**config.mk**
```make
export PLATFORM = sky130hd
export DESIGN_NAME = trace_buf_ctrl
export DESIGN_NICKNAME = d
export VERILOG_FILES = /design/src/rtl/tbc_pkg.sv /design/src/rtl/tbc_arm_fsm.sv /design/src/rtl/tbc_wr_ptr.sv /design/src/rtl/tbc_store.sv /design/src/rtl/trace_buf_ctrl.sv
export SDC_FILE = /design/constraint.sdc
export NUM_CORES = 1
export LEC_CHECK = 0
export BUFFER_PORTS_ARGS = -buffer_cell sky130_fd_sc_hd__buf_2
export CAP_MARGIN = 20
export CORE_MARGIN = 4
export CORE_UTILIZATION = 55
export CTS_CLUSTER_DIAMETER = 80
export DETAILED_ROUTE_END_ITERATION = 10
export PLACE_DENSITY_LB_ADDON = 0.2
export SKIP_LAST_GASP = 1
export SYNTH_ARGS = -nofsm -noshare
export SYNTH_HDL_FRONTEND = slang
export SYNTH_HIERARCHICAL = 1
export SYNTH_SLANG_ARGS = --single-unit
```
**constraint.sdc**
```tcl
create_clock -name clk -period 3.3 [get_ports clk]
set_input_delay 0.66 -clock clk [delete_from_list [all_inputs] [get_ports clk]]
set_output_delay 0.66 -clock clk [all_outputs]
set_load 0.05 [all_outputs]
```
**src/rtl/tbc_pkg.sv**
```systemverilog
// Shared types for the trace buffer controller.
// Assumes: the status encoding is visible to software and must not change.
package tbc_pkg;
    typedef enum logic [1:0] {
        TB_OFF   = 2'b00,
        TB_ARMED = 2'b01,
        TB_REC   = 2'b10,
        TB_DONE  = 2'b11
    } tb_state_e;
endpackage

```
**src/rtl/tbc_arm_fsm.sv**
```systemverilog
// Recording status machine.
// It tracks the enable edge, decodes the buffer reset events and qualifies incoming packets.
// Assumes: sys_rst outranks every other control, and a clear event outranks the triggers.
module tbc_arm_fsm
    import tbc_pkg::*;
(
    input  logic      clk,
    input  logic      rst_n,
    input  logic      sys_rst,
    input  logic      en,
    input  logic      obtr,
    input  logic      start_trig,
    input  logic      stop_trig,
    input  logic      buf_rst,
    input  logic      go_cmd,
    input  logic      pkt_valid,
    output tb_state_e state,
    output logic      clr,
    output logic      rec_slot
);
    logic      en_q;
    logic      en_rise;
    tb_state_e nxt;

    assign en_rise  = en & ~en_q;
    assign clr      = ~sys_rst & (buf_rst | en_rise | (go_cmd & obtr));
    assign rec_slot = ~sys_rst & ~clr & en & (state == TB_REC) & pkt_valid;

    // Next status from the controls and the triggers.
    always_comb begin
        nxt = state;
        if (sys_rst)      nxt = TB_OFF;
        else if (clr)     nxt = en ? TB_ARMED : TB_OFF;
        else if (!en)     nxt = TB_OFF;
        else begin
            case (state)
                TB_ARMED: if (start_trig) nxt = TB_REC;
                TB_REC:   if (stop_trig)  nxt = TB_DONE;
                default:  nxt = state;
            endcase
        end
    end

    // Status register and enable history.
    always_ff @(posedge clk) begin
        if (!rst_n) begin
            state <= TB_OFF;
            en_q  <= 1'b0;
        end else begin
            state <= nxt;
            en_q  <= en;
        end
    end


    stop_to_done_chk: assert property (@(posedge clk) disable iff (!rst_n)
        (state == TB_REC && stop_trig && en && !sys_rst && !clr) |=> (state == TB_DONE));

    done_holds_chk: assert property (@(posedge clk) disable iff (!rst_n)
        (state == TB_DONE && en && !sys_rst && !clr) |=> (state == TB_DONE));

    sysrst_off_chk: assert property (@(posedge clk) disable iff (!rst_n)
        sys_rst |=> (state == TB_OFF));
endmodule

```
**src/rtl/tbc_wr_ptr.sv**
```systemverilog
// Write pointer, sticky wrap flag and obtrusive halt flag.
// Assumes: DEPTH is a power of two, and ADDR_W leaves at least one always-zero bit between the wrap flag and the pointer.
module tbc_wr_ptr #(
    parameter int PTR_W  = 6,
    parameter int ADDR_W = 8
) (
    input  logic              clk,
    input  logic              rst_n,
    input  logic              clr,
    input  logic              obtr,
    input  logic              rec_slot,
    output logic [PTR_W-1:0]  ptr,
    output logic [ADDR_W-1:0] wr_addr,
    output logic              halt,
    output logic              wr_fire
);
    localparam int PAD_W = ADDR_W - 1 - PTR_W;

    logic wrap;
    logic at_last;

    assign wr_fire = rec_slot & ~halt;
    assign at_last = (ptr == {PTR_W{1'b1}});
    assign wr_addr = {wrap, {PAD_W{1'b0}}, ptr};

    // Advance on each stored packet and flag the pass beyond the last slot.
    always_ff @(posedge clk) begin
        if (!rst_n || clr) begin
            ptr  <= '0;
            wrap <= 1'b0;
            halt <= 1'b0;
        end else if (wr_fire) begin
            ptr <= ptr + 1'b1;
            if (at_last) begin
                wrap <= 1'b1;
                if (obtr) halt <= 1'b1;
            end
        end
    end


    wrap_sticky_chk: assert property (@(posedge clk) disable iff (!rst_n)
        (wrap && !clr) |=> wrap);

    halt_freezes_chk: assert property (@(posedge clk) disable iff (!rst_n)
        (halt && !clr) |=> ($stable(ptr) && halt));

    idle_keeps_chk: assert property (@(posedge clk) disable iff (!rst_n)
        (!rec_slot && !clr) |=> $stable(wr_addr));
endmodule

```
**src/rtl/tbc_store.sv**
```systemverilog
// Entry storage: one synchronous write port, and a read port with a registered index.
// Assumes: the contents are not cleared by any reset, so history can be read back later.
module tbc_store #(
    parameter int DATA_W = 8,
    parameter int PTR_W  = 6
) (
    input  logic              clk,
    input  logic              rst_n,
    input  logic              we,
    input  logic [PTR_W-1:0]  waddr,
    input  logic [DATA_W-1:0] wdata,
    input  logic [PTR_W-1:0]  rd_idx,
    output logic [DATA_W-1:0] rd_data
);
    localparam int DEPTH = 1 << PTR_W;

    logic [DATA_W-1:0] mem [DEPTH];
    logic [PTR_W-1:0]  idx_q;

    // Store the qualified packet.
    always_ff @(posedge clk) begin
        if (we) mem[waddr] <= wdata;
    end

    // Capture the read index.
    always_ff @(posedge clk) begin
        if (!rst_n) idx_q <= '0;
        else        idx_q <= rd_idx;
    end

    assign rd_data = mem[idx_q];
endmodule

```
**src/rtl/trace_buf_ctrl.sv**
```systemverilog
// Top of the debug trace buffer controller.
// It ties together the status machine, the write pointer and the entry store.
// Assumes: every control input is synchronous to clk.
module trace_buf_ctrl #(
    parameter int DATA_W = 8,
    parameter int DEPTH  = 64,
    parameter int ADDR_W = 8,
    parameter int PTR_W  = $clog2(DEPTH)
) (
    input  logic              clk,
    input  logic              rst_n,
    input  logic              sys_rst,
    input  logic              trc_en,
    input  logic              obtr_mode,
    input  logic              start_trig,
    input  logic              stop_trig,
    input  logic              buf_rst,
    input  logic              go_cmd,
    input  logic              pkt_valid,
    input  logic [DATA_W-1:0] pkt_data,
    input  logic [PTR_W-1:0]  rd_idx,
    output logic [DATA_W-1:0] rd_data,
    output logic [1:0]        state,
    output logic [ADDR_W-1:0] wr_addr,
    output logic              halt_req
);
    import tbc_pkg::*;

    tb_state_e        st;
    logic             clr;
    logic             rec_slot;
    logic             wr_fire;
    logic [PTR_W-1:0] ptr;

    tbc_arm_fsm u_fsm (
        .clk(clk), .rst_n(rst_n), .sys_rst(sys_rst), .en(trc_en), .obtr(obtr_mode),
        .start_trig(start_trig), .stop_trig(stop_trig), .buf_rst(buf_rst),
        .go_cmd(go_cmd), .pkt_valid(pkt_valid), .state(st), .clr(clr), .rec_slot(rec_slot)
    );

    tbc_wr_ptr #(.PTR_W(PTR_W), .ADDR_W(ADDR_W)) u_ptr (
        .clk(clk), .rst_n(rst_n), .clr(clr), .obtr(obtr_mode), .rec_slot(rec_slot),
        .ptr(ptr), .wr_addr(wr_addr), .halt(halt_req), .wr_fire(wr_fire)
    );

    tbc_store #(.DATA_W(DATA_W), .PTR_W(PTR_W)) u_mem (
        .clk(clk), .rst_n(rst_n), .we(wr_fire), .waddr(ptr), .wdata(pkt_data),
        .rd_idx(rd_idx), .rd_data(rd_data)
    );

    assign state = st;


    no_write_outside_rec_chk: assert property (@(posedge clk) disable iff (!rst_n)
        (st != TB_REC && !clr) |=> $stable(wr_addr));

    pad_bit_zero_chk: assert property (@(posedge clk) disable iff (!rst_n)
        wr_addr[ADDR_W-2] == 1'b0);

    clear_event_chk: assert property (@(posedge clk) disable iff (!rst_n)
        clr |=> (wr_addr == '0 && !halt_req));
endmodule

```
======== Word level (Yosys, flattened, before mapping) ========
Memories as Yosys holds them, arrays and structs flattened. A register that Yosys moved wholly into a read port is not among the register bits.
Index checks and enable logic that the tools add are counted.
word-level totals
  flip-flop bits (word level) ............. 11
  RAM bits ................................ 512
  input port bits ......................... 24
  output and inout port bits .............. 19
  logic and storage cells ................. 43
  memories ................................ 1
memories
  name       depth  bits a word  read ports  clocked after Yosys merged registers in  wr ports  line             source
  u_mem.mem  64     8            1           1                                        1         tbc_store.sv:17  logic [DATA_W-1:0] mem [DEPTH];
cells by class
  add/subtract/negate cells ............... 1
  eq/ne operators ......................... 6
  muxes and demuxes ....................... 9
  bitwise logic cells ..................... 15
  reductions and logical operators ........ 6
operators with widths
  operator               count
  $and A1 B1 Y1          8
  $mux W2                4
  $ne A4 B3 Y1 const B   2
  $add A6 B1 Y6 const B  1
  $eq A6 B6 Y1 const B   1
  $mux W6                1
  $reduce_and A3 Y1      2
  $not A1 Y1             5
  $ne A4 B1 Y1 const B   1
  $pmux W2 S2            1
  $mux W1                3
  $eq A2 B1 Y1 const B   1
  $eq A2 B2 Y1 const B   1
  $or A1 B1 Y1           2
  $reduce_and A2 Y1      1
  $reduce_or A2 Y1       1
  $logic_not A1 Y1       1
  $logic_or A1 B1 Y1     1

======== Longest topological paths before layout ========
Gate-level depths: netlist (run 1).
  depth in word-level cells ............... 13
  depth in mapped cells ................... 9
  depth with buffers taken out ............ 9

======== Hierarchy ========
Netlist (run 1), hierarchy kept.
modules (own cells, without submodules)
  module       instances  cells each  area an instance (µm²)  seq. area each (µm²)
  tbc_store    1          934         20156.8                 15494.9
  tbc_wr_ptr   1          46          404.1                   160.2
  tbc_arm_fsm  1          24          220.2                   60.1

======== Worst setup path before layout (run 1) ========
OpenSTA, ideal clock, no wires.
  kind .................................... reg-to-reg
  start point ............................. reg u_fsm.state[1]
  end point ............................... mem u_mem.mem[48][0] (enable)
  setup time .............................. 0.383 ns
  data arrival time ....................... 2.614 ns
  required time ........................... 2.917 ns
  slack ................................... 0.303 ns
  stages on the path, launching flop included .. 8
  buffers on the path ..................... 0
  period minus slack after synthesis ...... 2.997 ns
  path through ............................ dfxtp_1 -> ha_1 -> and4b_2 -> and3_1 -> and2b_4 -> nand3_1 -> or3_1 -> nor3_1
on the way
  cells in the longest elaborated chain, start to end .. 6
ends and longest elaborated chain
  what                           line                  source
  start: declaration             tbc_arm_fsm.sv:17     output tb_state_e state,
  start signal: assignment       tbc_arm_fsm.sv:50     state <= nxt;
  $eq A2 B2 Y1                   tbc_arm_fsm.sv:27     assign rec_slot = ~sys_rst & ~clr & en & (state == TB_REC) & pkt_valid;
  $and A1 B1 Y1 (2 in series)    tbc_arm_fsm.sv:27
  via rec_slot                   trace_buf_ctrl.sv:31  logic rec_slot;
  $and A1 B1 Y1                  tbc_wr_ptr.sv:22      assign wr_fire = rec_slot & ~halt;
  via wr_fire                    trace_buf_ctrl.sv:32  logic wr_fire;
  $mux W1                        tbc_store.sv:22       if (we) mem[waddr] <= wdata;
  $mux W1 (not written as such)  tbc_store.sv:22
  end: declaration               tbc_store.sv:17
The timed path passes the listed nets, and every way through them passes these cells.

==> results.sh, run 1 <==
export IMPL_core_rowCount=70
export IMPL_clock_latency_ns=0.60
export IMPL_ioPinCount=43
export IMPL_globalRouteOverflowTotal=0
export IMPL_post_synth_top_area_cell="sky130_fd_sc_hd__edfxtp_1"
export IMPL_yosysSeqAreaShare_pct=75.6
export IMPL_hold_worst_slack_ns=0.272
export IMPL_clk_pin_slew_ns=0.06
export IMPL_worst_ep_arrival_time_ns=2.84
export IMPL_worst_slew_pin_transition_ns=0.823
export IMPL_fmaxAchievable_mhz=285
export IMPL_power_density_cell_area_nw_per_um2=557
export IMPL_max_cap_viol_count=0
export IMPL_viasPerCell=6.07
export IMPL_flow_area_growth_from_synthesis_pct=18.5
export IMPL_worst_hold_path_type="in -> reg"
export IMPL_status="complete, but fails checks"
export IMPL_placeableCoreArea_um2=37000
export IMPL_slew_violations=0
export IMPL_post_synth_num_cell_types=50
export IMPL_half_perimeter_wire_length_after_placement_mm=29.2
export IMPL_drtAntennaViolNets=0
export IMPL_cts_htree_levels=2
export IMPL_max_vdd_ir_drop_mv=0.391
export IMPL_post_synth_top_count_cell="sky130_fd_sc_hd__edfxtp_1"
export IMPL_grt_setup_unrepaired="true"
export IMPL_drive_gt1_share_pct=35.8
export IMPL_routed_wirelength_mm=47.9
export IMPL_finalClockSkew_ns=0.0206
export IMPL_endpoint="rd_data[6]"
export IMPL_netlist_instances=1004
export IMPL_setup_viol=8
export IMPL_synth_seq_cells=529
export IMPL_synth_common_cells="sky130_fd_sc_hd__edfxtp_1, sky130_fd_sc_hd__mux4_2, sky130_fd_sc_hd__nor2_1, sky130_fd_sc_hd__mux2i_1, sky130_fd_sc_hd__nand2_1"
export IMPL_max_root_sink_buffers=3
export IMPL_final_cell_count_no_fill=1742
export IMPL_grt_start_max_net_pins=65
export IMPL_drt_wirelength_per_cell_um=27.5
export IMPL_grt_pass1_vias=10800
export IMPL_placedCellCount=1613
export IMPL_io_buffer_count=41
export IMPL_hold_path_startpoint="rd_idx[1]"
export IMPL_async_flop_share_pct=0
export IMPL_route_vias_total=10600
export IMPL_fillers=2449
export IMPL_post_route_drc_count=0
export IMPL_floorplan_initialDensity_pct=56.2
export IMPL_yosys_warnings=6
export IMPL_die_height_um=202
export IMPL_tritoncts_num_sinks=529
export IMPL_initialDrtViolationCount=1116
export IMPL_avgSynthCellArea_um2=20.7
export IMPL_relSlewSlack_pct=45.1
export IMPL_crit_required_ns=2.64
export IMPL_hold_viol=0
export IMPL_chipWidth_um=202
export IMPL_drt_pass1_iterations=5
export IMPL_failed_checks="negative setup slack"
export IMPL_worst_r2r_endpoint="u_mem/mem[20][3]"
export IMPL_cts_root_buf="sky130_fd_sc_hd__clkbuf_16"
export IMPL_number_of_antenna_violations_at_the_first_check_in_global_routing=1
export IMPL_criticalPathCategory="reg -> out"
export IMPL_tritoncts="done"
export IMPL_worstSetupEndpointType="output port"
export IMPL_netlist_area_leader_share_pct=74.0
export IMPL_post_route_min_period_ns=3.50
export IMPL_place_gp_congestion=0.826
export IMPL_ff2ff_setup_slack_ns=0.43
export IMPL_netlist_area_um2=20800
export IMPL_dominantRegCellSynth="sky130_fd_sc_hd__edfxtp_1"
export IMPL_critPathLaunchType="flip-flop"
export IMPL_netlist_top_cells_area="sky130_fd_sc_hd__edfxtp_1, sky130_fd_sc_hd__mux4_2, sky130_fd_sc_hd__mux2i_1"
export IMPL_total_leakage_power_nw=7.98
export IMPL_cts_buffers_inserted=52
export IMPL_crit_share_post_route_pct=106
export IMPL_critical_path_reg2reg_startpoint="u_fsm/state[1]"
export IMPL_postLayoutSetupSlackWorst_ns=-0.204
export IMPL_number_of_nets_produced_by_synthesis=1031
export IMPL_groute_usage_overall_pct=23.9
export IMPL_count_of_flip_flops_with_a_built_in_enable_after_synthesis=512
export IMPL_maximum_fanout_encountered_on_the_critical_timing_path=5
export IMPL_die_area_um2=41000
export IMPL_n_diodes=0
export IMPL_nets=1225
export IMPL_reg2reg_depth=8
export IMPL_global_route_wire_length_before_repair_mm=71.4
cell type report:
cell class / count / area [um2] / area share [%]
flip-flops and latches: 529 / 15700 / 63.9
clock inverters: 19 / 96.3 / 0.391
inverters: 5 / 18.8 / 0.0762
multi-input cells: 410 / 4890 / 19.9
well taps: 504 / 631 / 2.56
clock buffers: 75 / 1470 / 5.97
repair buffers: 200 / 1790 / 7.29
sequential cells by signal, indices dropped and copies added, names as in the netlist, named ones only:
name and count:
u_fsm/en_q 1, u_fsm/state 2, u_mem/mem 512, u_ptr/halt 1
u_ptr/ptr 6, u_ptr/wrap 1
layout by cell type, fill, tap and decap left out, drive strengths merged, types with 6 or more instances in the layout:
| master | n |
|---|---|
| a21oi | 8 |
| and2 | 8 |
| buf | 199 |
| clkbuf | 75 |
| clkinv | 16 |
| dfxtp | 17 |
| edfxtp | 512 |
| inv | 8 |
| mux2i | 45 |
| mux4 | 130 |
| nand2 | 29 |
| nand2b | 9 |
| nand3 | 14 |
| nand3b | 6 |
| nor2 | 78 |
| o21ai | 9 |
| o221ai | 10 |
| o22ai | 7 |
power by group:
part | switching, mW | internal [mW]
clock | 2.42 | 3.08
combinational | 0.467 | 0.369
sequential | 0.0211 | 7.36
what timing repair did:
item,4_1_cts,5_1_grt
gates resized for setup,68,17
hold buffers,0,0
buffers inserted,17,15
endpoints found under the setup margin,8,8
pin swaps,10,10
cloned,4,0
worst max-delay path: stages, from the launching register on:
cell and delay, ns:
sky130_fd_sc_hd__dfxtp_4 0.39, sky130_fd_sc_hd__buf_4 0.15, sky130_fd_sc_hd__buf_16 0.13, sky130_fd_sc_hd__mux4_2 0.55, sky130_fd_sc_hd__mux4_2 0.51, sky130_fd_sc_hd__o211ai_1 0.22, sky130_fd_sc_hd__nand2_2 0.12, sky130_fd_sc_hd__buf_8 0.17
metal layers:
| layer | wire length (um) | GRT usage (%) |
|---|---|---|
| met3 | 4120 | 5.29 |
| met2 | 23400 | 38.4 |
| met4 | 1550 | 7.66 |
| met1 | 18800 | 33.5 |
| met5 | 0 | 0 |
logic make-up after synthesis:
group | Yosys count | share of synthesized area, %
and+or+nand+nor | 169 | 3.92
other | 1 | 0.0180
xor gates and xnor gates | 2 | 0.0843
AOI/OAI and AO/OA | 56 | 1.91
DFF | 529 | 75.6
muxes | 179 | 16.5
adders and majority gates | 3 | 0.181
buffers and inverters | 65 | 1.79
per-stage QoR:
step	cell area, um2	setup TNS (ns)	setup slack, ns	util, %	total power [mW]
final	24600	-1.50	-0.204	66.6	13.7
after global routing	24600	-2.10	-0.275	66.6	14.1
after CTS	24400	-1.68	-0.228	66.1	13.8
after detailed placement	22300	0	0.0799	60.4	8.23
after global placement	22300	0	0.0809	60.4	8.22
after floorplan	20800	0	0.303	-	7.92
worst min-delay path by stage:
stage                     depth (start not counted)  slack [ns]         end
final                                             2        0.27   flip-flop
after floorplan                                   2        0.44  u_ptr/wrap
after CTS                                         2        0.25   flip-flop
after global placement                            2        0.46  u_ptr/wrap
after global routing                              2        0.27   flip-flop
after detailed placement                          2        0.46  u_ptr/wrap
Power figures use the tool's default switching activity.
==> inputs of run 2 (changes only) <==
--- a/config.mk
+++ b/config.mk
@@ -8,8 +8,9 @@
 export BUFFER_PORTS_ARGS = -buffer_cell sky130_fd_sc_hd__buf_2
 export CAP_MARGIN = 20
 export CORE_MARGIN = 4
-export CORE_UTILIZATION = 55
+export CORE_UTILIZATION = 62
 export CTS_CLUSTER_DIAMETER = 80
+export CTS_CLUSTER_SIZE = 10
 export DETAILED_ROUTE_END_ITERATION = 10
 export PLACE_DENSITY_LB_ADDON = 0.2
 export SKIP_LAST_GASP = 1
@@ -17,3 +18,4 @@
 export SYNTH_HDL_FRONTEND = slang
 export SYNTH_HIERARCHICAL = 1
 export SYNTH_SLANG_ARGS = --single-unit
+export TNS_END_PERCENT = 10
==> run 2 against run 1 <==
Compared with the run above:
- the flow still finishes with violations (negative setup slack)
- setup slack worse by 0.13 ns
- register-to-register slack better by 0.13 ns
- critical path depth stayed put
- critical path type unchanged
- largest power group unchanged
==> results.sh, run 2 (synthesis gave the netlist of run 1 again) <==
export IMPL_worst_hold_path_type="in -> reg"
export IMPL_worstSetupEndpointType="output port"
export IMPL_crit_required_ns=2.64
export IMPL_placeableCoreArea_um2=32800
export IMPL_layout_core_utilization_pct=73.9
export IMPL_hold_viol=0
export IMPL_number_of_antenna_violations_at_the_first_check_in_global_routing=1
export IMPL_half_perimeter_wire_length_after_placement_mm=28.4
export IMPL_ioPinCount=43
export IMPL_tritoncts="done"
export IMPL_globalRouteOverflowTotal=0
export IMPL_n_diodes=0
export IMPL_criticalPathCategory="reg -> out"
export IMPL_grt_setup_unrepaired="true"
export IMPL_fillers=1840
export IMPL_nets=1212
export IMPL_power_density_cell_area_nw_per_um2=566
export IMPL_setup_viol=8
export IMPL_slew_violations=0
export IMPL_drt_wirelength_per_cell_um=28.5
export IMPL_worst_slew_pin_transition_ns=1.16
export IMPL_post_place_ws_ns=0.132
export IMPL_ctsHoldBuffers=0
export IMPL_cts_buffers_inserted=58
export IMPL_max_stage_delay_ns=0.53
export IMPL_reg_largest_list="u_mem/mem: 512 flops, u_ptr/ptr: 6 flops, u_fsm/state: 2 flops"
export IMPL_clock_latency_ns=0.57
export IMPL_clk_pin_slew_ns=0.06
export IMPL_cell_internal_pwr_mw=10.9
export IMPL_switchingPower_mw=2.79
export IMPL_drtAntennaViolNets=0
export IMPL_critical_path_cell_chain="buf_6 -> buf_12 -> mux4_2 -> mux4_2 -> o211ai_1 -> nand2_1 -> buf_6"
export IMPL_routed_wirelength_mm=47.1
export IMPL_worst_ep_arrival_time_ns=2.97
export IMPL_share_clk_of_total_power_pct=40.5
export IMPL_crit_share_post_route_pct=110
export IMPL_combinational_power_share_pct=5.6
export IMPL_grt_start_max_net_pins=65
export IMPL_ff2ff_setup_slack_ns=0.56
export IMPL_max_root_sink_buffers=3
export IMPL_route_vias_total=10700
export IMPL_tritoncts_num_sinks=529
export IMPL_floorplan_initialDensity_pct=63.4
export IMPL_die_area_um2=36500
export IMPL_dpl_cell_area_um2=22200
export IMPL_relSlewSlack_pct=22.7
export IMPL_hold_worst_slack_ns=0.285
export IMPL_maximum_fanout_encountered_on_the_critical_timing_path=5
export IMPL_final_common_cell="sky130_fd_sc_hd__edfxtp_1"
export IMPL_power_share_switching_pct=20.3
export IMPL_postLayoutCellArea_um2=24200
export IMPL_max_vdd_ir_drop_mv=0.431
export IMPL_share_of_total_power_in_sequential_cells_pct=53.9
export IMPL_die_height_um=191
export IMPL_failed_checks="negative setup slack"
export IMPL_post_route_min_period_ns=3.63
export IMPL_final_cell_mix="sky130_fd_sc_hd__edfxtp_1, sky130_fd_sc_hd__mux4_2, sky130_fd_sc_hd__buf_4, sky130_fd_sc_hd__nor2_1, sky130_fd_sc_hd__clkbuf_16"
export IMPL_io_buffer_count=41
export IMPL_grt_pass1_vias=10900
export IMPL_core_rowCount=66
export IMPL_chipWidth_um=191
export IMPL_postLayoutSetupSlackWorst_ns=-0.332
export IMPL_drive_gt1_share_pct=33.1
export IMPL_setup_tns_final_ns=-2.17
export IMPL_slowest_stage="sky130_fd_sc_hd__mux4_2"
export IMPL_post_route_drc_count=0
export IMPL_status="complete, but fails checks"
export IMPL_total_leakage_power_nw=7.85
export IMPL_groute_usage_overall_pct=26.6
export IMPL_finalClockSkew_ns=0.0119
export IMPL_max_flop_register="u_mem/mem"
export IMPL_largest_register_ffs=512
export IMPL_viasPerCell=6.50
export IMPL_initialDrtViolationCount=1383
export IMPL_drt_pass1_iterations=7
export IMPL_fmaxAchievable_mhz=275
export IMPL_place_gp_congestion=0.803
export IMPL_flow_area_growth_from_synthesis_pct=16.6
export IMPL_cts_root_buf="sky130_fd_sc_hd__clkbuf_16"
export IMPL_cts_htree_levels=2
export IMPL_critPathLaunchType="flip-flop"
export IMPL_max_cap_viol_count=0
export IMPL_global_route_wire_length_before_repair_mm=70.4
-- run 2: cell count changes in the layout (fill, tap and decap cells not counted), moves of 4 or more --
cell	before	now
sky130_fd_sc_hd__nand2_2	6	0
sky130_fd_sc_hd__mux2i_1	31	38
sky130_fd_sc_hd__mux2i_4	6	0
sky130_fd_sc_hd__buf_8	5	1
sky130_fd_sc_hd__clkbuf_16	54	59
sky130_fd_sc_hd__clkbuf_8	4	0
sky130_fd_sc_hd__clkinv_2	4	0
sky130_fd_sc_hd__buf_4	132	119
sky130_fd_sc_hd__clkinv_1	11	0
sky130_fd_sc_hd__nand2_1	23	29
sky130_fd_sc_hd__clkbuf_1	17	25
-- run 2: path summary, 6_finish.rpt --
path                        from  cells past startpoint               end
setup reg to reg  u_fsm/state[0]                      9  u_mem/mem[44][7]
setup / recovery       flip-flop                      7        rd_data[5]
hold / removal         rd_idx[4]                      2         flip-flop
hold reg to reg       u_ptr/wrap                      2        u_ptr/wrap
-- run 2: worst max-delay path: cells and delay by family, from the launching register on --
family	cells	cell delay (ns)
DFF	1	0.40
AOI/OAI and AO/OA	1	0.38
buffers and inverters	3	0.44
muxes	2	1.03
and+or+nand+nor	1	0.15
-- run 2: timing repair --
action,in CTS,in global routing
setup endpoints to repair,8,8
pin swaps,4,8
gates cloned,3,0
resized for setup,18,17
hold endpoints to repair,0,0
setup buffers,16,0
-- run 2: cell type report --
type	instances	area (um2)	area share (%)
Clock buffer	84	1570	6.48
Clock inverter	1	8.76	0.0362
Inverter	5	18.8	0.0775
Multi-Input combinational cell	410	4780	19.7
Sequential cell	529	15700	64.9
Tap cell	442	553	2.28
Timing Repair Buffer	181	1570	6.49
-- run 2: power groups by stage --
stage	sequential, mW	combinational [mW]	clock (mW)
floorplan	7.51	0.406	0
global placement	7.53	0.659	0
detailed placement	7.53	0.671	0
CTS	7.39	0.738	5.63
global route	7.38	0.810	5.93
finish	7.38	0.768	5.55
-- run 2: stage by stage --
stage          power, mW  cells
2_1_floorplan       7.92   1004
3_3_place_gp        8.19   1544
3_5_place_dp        8.20   1544
4_1_cts             13.7   1648
5_1_grt             14.1   1652
6_report            13.7   1652
-- run 2: per-layer routing --
metal | vias to the layer above | share of wire [%] | global-route usage (%)
met3 | 89 | 9.9 | 5.04
met5 | - | 0.028 | 0
met4 | 2 | 3.0 | 8.23
met2 | 627 | 49 | 42.1
li1 | 4474 | - | -
met1 | 5546 | 38 | 38.7
